<file path="src/rtl/arith_trap_pkg.sv">
package arith_trap_pkg;
  typedef enum logic [2:0] {
    OP_ADD   = 3'd0,
    OP_ADDI  = 3'd1,
    OP_SUB   = 3'd2,
    OP_ADDU  = 3'd3,
    OP_ADDIU = 3'd4,
    OP_SUBU  = 3'd5
  } op_e;
endpackage

</file>
<file path="src/rtl/trap_operand_sel.sv">
module trap_operand_sel
  import arith_trap_pkg::*;
#(
  parameter int XLEN = 32,
  parameter int IMMW = 16
) (
  input  logic [2:0]      op_i,
  input  logic [XLEN-1:0] b_i,
  input  logic [IMMW-1:0] imm_i,
  output logic [XLEN-1:0] opnd_o,
  output logic            sub_o,
  output logic            trap_en_o,
  output logic            legal_o
);
  logic [XLEN-1:0] imm_ext;

  generate
    if (IMMW < XLEN) begin : g_extend
      assign imm_ext = {{(XLEN-IMMW){imm_i[IMMW-1]}}, imm_i};
    end else begin : g_trunc
      assign imm_ext = imm_i[XLEN-1:0];
    end
  endgenerate

  always_comb begin
    opnd_o    = b_i;
    sub_o     = 1'b0;
    trap_en_o = 1'b0;
    legal_o   = 1'b1;
    case (op_i)
      OP_ADD:   trap_en_o = 1'b1;
      OP_ADDI:  begin opnd_o = imm_ext; trap_en_o = 1'b1; end
      OP_SUB:   begin sub_o = 1'b1; trap_en_o = 1'b1; end
      OP_ADDU:  ;
      OP_ADDIU: opnd_o = imm_ext;
      OP_SUBU:  sub_o = 1'b1;
      default:  legal_o = 1'b0;
    endcase
  end
endmodule

</file>
<file path="src/rtl/trap_addsub.sv">
module trap_addsub #(
  parameter int XLEN = 32
) (
  input  logic [XLEN-1:0] a_i,
  input  logic [XLEN-1:0] b_i,
  input  logic            sub_i,
  output logic [XLEN-1:0] sum_o,
  output logic            ovf_o
);
  localparam int MSB = XLEN - 1;
  logic [XLEN-1:0] b_eff;

  // Subtract = add inverted operand plus carry-in one.
  assign b_eff = sub_i ? ~b_i : b_i;
  assign sum_o = a_i + b_eff + XLEN'(sub_i);
  assign ovf_o = (a_i[MSB] == b_eff[MSB]) && (sum_o[MSB] != a_i[MSB]);

  always_comb begin
    // mixed-sign add and same-sign subtract cannot overflow
    if (!sub_i && (a_i[MSB] != b_i[MSB]))
      a_r3_mixed_add: assert (!ovf_o);
    if (sub_i && (a_i[MSB] == b_i[MSB]))
      a_r3_same_sub: assert (!ovf_o);
  end
endmodule

</file>
<file path="src/rtl/trap_epc_reg.sv">
module trap_epc_reg #(
  parameter int XLEN = 32
) (
  input  logic            clk,
  input  logic            rst_n,
  input  logic            load_i,
  input  logic [XLEN-1:0] pc_i,
  output logic [XLEN-1:0] epc_o
);
  always_ff @(posedge clk or negedge rst_n) begin
    if (!rst_n)      epc_o <= '0;
    else if (load_i) epc_o <= pc_i;
  end
endmodule

</file>
<file path="src/rtl/arith_trap_unit.sv">
module arith_trap_unit
  import arith_trap_pkg::*;
#(
  parameter int              XLEN        = 32,
  parameter int              IMMW        = 16,
  parameter logic [XLEN-1:0] TRAP_VECTOR = XLEN'(32'h8000_0180)
) (
  input  logic            clk,
  input  logic            rst_n,
  input  logic            in_valid,
  output logic            in_ready,
  input  logic [2:0]      in_op,
  input  logic [XLEN-1:0] in_a,
  input  logic [XLEN-1:0] in_b,
  input  logic [IMMW-1:0] in_imm,
  input  logic [XLEN-1:0] in_pc,
  output logic            out_valid,
  input  logic            out_ready,
  output logic [XLEN-1:0] out_result,
  output logic            out_wen,
  output logic            out_ovf,
  output logic            out_trap,
  output logic [XLEN-1:0] out_next_pc,
  output logic [XLEN-1:0] epc_value
);
  localparam logic [XLEN-1:0] PC_STEP = XLEN'(4);

  logic [XLEN-1:0] opnd_b, sum;
  logic            sub_mode, trap_en, legal, ovf, trap_now, fire;

  trap_operand_sel #(.XLEN(XLEN), .IMMW(IMMW)) u_sel (
    .op_i(in_op), .b_i(in_b), .imm_i(in_imm), .opnd_o(opnd_b),
    .sub_o(sub_mode), .trap_en_o(trap_en), .legal_o(legal)
  );

  trap_addsub #(.XLEN(XLEN)) u_add (
    .a_i(in_a), .b_i(opnd_b), .sub_i(sub_mode), .sum_o(sum), .ovf_o(ovf)
  );

  assign in_ready = !out_valid || out_ready;
  assign fire     = in_valid && in_ready;
  assign trap_now = legal && trap_en && ovf;

  always_ff @(posedge clk or negedge rst_n) begin
    if (!rst_n) begin
      out_valid   <= 1'b0;
      out_result  <= '0;
      out_wen     <= 1'b0;
      out_ovf     <= 1'b0;
      out_trap    <= 1'b0;
      out_next_pc <= '0;
    end else if (fire) begin
      out_valid   <= 1'b1;
      out_result  <= legal ? sum : '0;
      out_wen     <= legal && !trap_now;
      out_ovf     <= legal && ovf;
      out_trap    <= trap_now;
      out_next_pc <= trap_now ? TRAP_VECTOR : in_pc + PC_STEP;
    end else if (out_ready) begin
      out_valid   <= 1'b0;
    end
  end

  trap_epc_reg #(.XLEN(XLEN)) u_epc (
    .clk(clk), .rst_n(rst_n), .load_i(fire && trap_now),
    .pc_i(in_pc), .epc_o(epc_value)
  );

  // a trap never writes and always redirects
  a_r4_trap_no_write: assert property (@(posedge clk) disable iff (!rst_n)
    (out_valid && out_trap) |-> (!out_wen && out_next_pc == TRAP_VECTOR));
  // unsigned forms never trap
  a_r5_unsigned_no_trap: assert property (@(posedge clk) disable iff (!rst_n)
    (fire && (in_op == OP_ADDU || in_op == OP_ADDIU || in_op == OP_SUBU)) |=> !out_trap);
  // EPC moves only on an accepted trap
  a_r6_epc_hold: assert property (@(posedge clk) disable iff (!rst_n)
    !(fire && trap_now) |=> $stable(epc_value));
  // undefined opcodes have no effect
  a_r7_undef_quiet: assert property (@(posedge clk) disable iff (!rst_n)
    (fire && in_op > 3'd5) |=> (!out_wen && !out_trap && !out_ovf));
  // held outputs stay stable under back-pressure
  a_r8_hold: assert property (@(posedge clk) disable iff (!rst_n)
    (out_valid && !out_ready) |=> (out_valid && $stable(out_result) &&
      $stable(out_trap) && $stable(out_wen) && $stable(out_next_pc)));
endmodule

</file>
<file path="config.mk">
export PLATFORM = sky130hd
export DESIGN_NAME = arith_trap_unit
export DESIGN_NICKNAME = d
export VERILOG_FILES = /design/src/rtl/arith_trap_pkg.sv /design/src/rtl/trap_operand_sel.sv /design/src/rtl/trap_addsub.sv /design/src/rtl/trap_epc_reg.sv /design/src/rtl/arith_trap_unit.sv
export SDC_FILE = /design/constraint.sdc
export NUM_CORES = 1
export LEC_CHECK = 0
export ABC_CLOCK_PERIOD_IN_PS = 2000
export BUFFER_PORTS_ARGS = -buffer_cell sky130_fd_sc_hd__buf_2
export CAP_MARGIN = 20
export CORE_MARGIN = 1.5
export CORE_UTILIZATION = 45
export CTS_CLUSTER_SIZE = 10
export DETAILED_ROUTE_END_ITERATION = 10
export PLACE_DENSITY = 0.75
export SYNTH_ARGS = -nofsm -noshare
export SYNTH_HDL_FRONTEND = slang
export SYNTH_SLANG_ARGS = --single-unit
</file>
<file path="constraint.sdc">
create_clock -name clk -period 2 [get_ports clk]
set_input_delay 0.1 -clock clk [delete_from_list [all_inputs] [get_ports clk]]
set_output_delay 0.1 -clock clk [all_outputs]
set_load 0.03 [all_outputs]
</file>
==> metrics.cfg <==
[clock_network]
numCtsBuffers = 9
ctsRootBufferMaster = clkbuf_16
clk_latency_ns = 0.36
clock_path_buffers = 2
h-tree-depth = 3
cts_tree = built
clkSinkCount = 100
clk_pin_slew_worst_paths_ns = 0.07

[setup_path]
worst_ep_arrival_time_ns = 3.89
cp.required_ns = 2.24
crit_type = input pin to register
cp_common_cell = buf_4
slowest_stage = or4b_4
cp-start-kind = input pin
cpPeakStageDelay_ns = 0.60
crit_chain = buf_8, xor2_4, nand2b_4, bufbuf_16, a21oi_2, xnor2_1, ha_2, and4_4, nand3_4, nor3_2, buf_4, nand4_1, nand2_1, a41o_1, o21a_1, or4b_4, buf_4, buf_16, mux2_4
worstSetupEndpointType = register
critical_path.max_fanout = 6

[global_route]
antenna_found_initial = 2
grt-ovfl-total = 0
grt_pass1_vias = 7318
grt_usage_pct = 30.6
grt_first_pass_wirelength_um = 37900
grt_max_degree = 67

[synth]
syn_inst = 698
seq_area_frac_synth_pct = 37.5
synth.distinct_cells = 58
async_flop_share_pct = 100
synth-edff-count = 0
syn_area_per_cell_sq_um = 9.55
synth_area_sq_um = 6670
synth_top_area_share_pct = 37.5
yosysWarnings = 0
synth_seq_cells = 100
synth.net_count = 853
synth_area_leaders = dfrtp_1 38%, xnor2_1 7.1%, ha_1 6.6%, mux2_4 6.5%, nand2_1 5.3%
yosysTopAreaCell = dfrtp_1
synth_top_flop_cell = dfrtp_1

[finish]
area_delta_synth_final_pct = 64.2
drive_gt1_share_pct = 54.4
multi_input_area_sq_um = 4760
final_cell_area_sq_um = 11000
fin_util_pct = 75.6
num-fill-cells = 927
regArea_sq_um = 2500
fin_nets = 1257

[power_and_ir_drop]
power_mw = 11.1
ir_worst_vdd_v = 0.000622
power_leakage_nw = 5.46
powerDensity_nw_per_um2 = 1020

[floorplan]
start_util_pct = 46.1
rows = 44
die_h_um = 125
num_io_pins = 220
core_area_sq_um = 14500
die_area_sq_um = 15600
die_x_um = 125

[route]
routed_wl_um = 25500
post-route-drc-count = 0
drtAntennaViolNets = 0
vias = 7327
drtIter0Drc = 515
viasPerCell = 5.67
routedWlPerCell_um = 19.7
drtPass1Iterations = 5

[sta]
slew_headroom_pct = 66.0
fin_crit_sh_pct = 182
max_freq_mhz = 274
fin_skew_ns = 0.00834
hold_viol = 0
min_period_ns = 3.65
worst_pin_slew_ns = 0.510
final.setup.worst_slack_ns = -1.65
setup_viol = 95
hold_slack_ns = 0.0141
drv_slew = 0
rsz0062_at_grt = true

[placement]
portBuffers = 219
dp_hpwl_um = 15300
gp_congestion = 0.910
place_area_sq_um = 8990

[run]
drv_cap = 0

[run_status]
outcome = finished, violations left
failed_checks = negative setup slack

[worst_hold_path]
hold_path_class = input pin to register

## worst max-delay path, delay by kind of cell
kind	cells	cell delay, ns
buffers and inverters	5	0.90
AOI/OAI and AO/OA	3	0.65
adders and majority gates	1	0.36
and+or+nand+nor	7	1.23
xor gates and xnor gates	2	0.35
muxes	1	0.29
## through the flow
stage               cells  setup slack (ns)  setup TNS [ns]
global placement     1209             -2.01         -155.76
finish               1292             -1.65         -125.32
floorplan             698             -1.97         -144.26
detailed placement   1209             -2.11         -162.54
global route         1290             -1.76         -136.09
CTS                  1277             -1.49         -111.49
## cell type report
type	instances	share of cell area (%)
clock inverters	6	0.446
flip-flops and latches	100	22.9
inverters	14	0.480
multi-input cells	551	43.5
clock buffers	9	2.06
diodes	2	0.0457
well taps	184	2.10
repair buffers	426	28.6
## logic make-up (layout without fill, tap and decap cells)
logic type	Yosys count	count (layout)	synth area share, %
fa+ha+maj	37	37	7.04
compound gates	185	185	17.4
flops	100	100	37.5
xor+xnor	88	88	11.6
buf+inv	48	455	3.77
other cells	0	2	0
simple gates	193	194	13.5
mux	47	47	9.29
## path summary, 6_finish.rpt
path	startpoint	endpoint	slack [ns]	depth (start not counted)
max in group asynchronous	rst_n	u_epc.epc_o[4]	1.13	3
worst min register to register	out_next_pc[30]	out_next_pc[30]	0.47	2
worst max register to register	out_valid	u_epc.epc_o[24]	-0.04	6
worst max-delay path	in_op[2]	u_epc.epc_o[24]	-1.65	19
worst min-delay path	in_pc[3]	u_epc.epc_o[3]	0.01	2
min in group asynchronous	rst_n	out_next_pc[10]	0.27	2
## Yosys cell counts (3+ instances only)
master    number
xnor2_1       54
buf_12         3
inv_1         14
and2_1         4
o22a_1         3
a21oi_1       51
or2_2          3
clkbuf_1      26
and3_1        12
dfrtp_1      100
nand2_1       94
a21o_1        19
mux2_2         3
xor2_1        34
o21ai_0       64
o21bai_1       5
mux2_4        29
o31ai_1        3
mux2i_1       15
a22o_1         7
nor2_1        20
ha_1          35
buf_6          3
nand3_1       22
a31oi_1        5
nor3_1        10
nand4_1       12
a211oi_1       3
o21a_1         3
nand2b_1       5
## state kept, by name, indices dropped and copies added, names as in the netlist
signal       count
out_trap         1
out_next_pc     32
out_result      32
out_valid        1
out_wen          1
out_ovf          1
u_epc.epc_o     32
## repair_timing
action                                  CTS  global route
cloned                                   11             1
endpoints found under the setup margin   95            96
gates resized for setup                 141           129
hold buffers                              4             0
hold endpoints to repair                 36             0
setup buffers                            49            28
pin swaps                                66            57
## cells in the final DEF (no fill, tap or decap), drive strengths merged, types with 21 or more instances in the layout
cell type  netlist  layout
dfrtp          100     100
nand2           94      94
nor2            20      21
o21ai           65      65
nand3           22      22
a21oi           51      51
mux2            32      32
ha              35      35
buf              8     421
xnor2           54      54
xor2            34      34
## metal layers
| layer | vias to the layer above | GRT usage [%] | wire (um) | part of all wire [%] |
|---|---|---|---|---|
| li1 | 3308 | - | - | - |
| met1 | 3490 | 36.6 | 9590 | 38 |
| met2 | 410 | 52.6 | 12600 | 50 |
| met3 | 119 | 5.24 | 1900 | 7.4 |
| met4 | 0 | 16.1 | 1330 | 5.2 |
| met5 | - | 0 | 0 | 0 |
## where the power goes
part,leakage (nW),total (mW),internal (mW),switching (mW)
clock,0.130,1.69,0.853,0.833
combinational,4.10,6.41,2.80,3.62
sequential,1.23,3.04,2.67,0.376
total,5.46,11.1,6.32,4.83
Power figures use the tool's default switching activity.
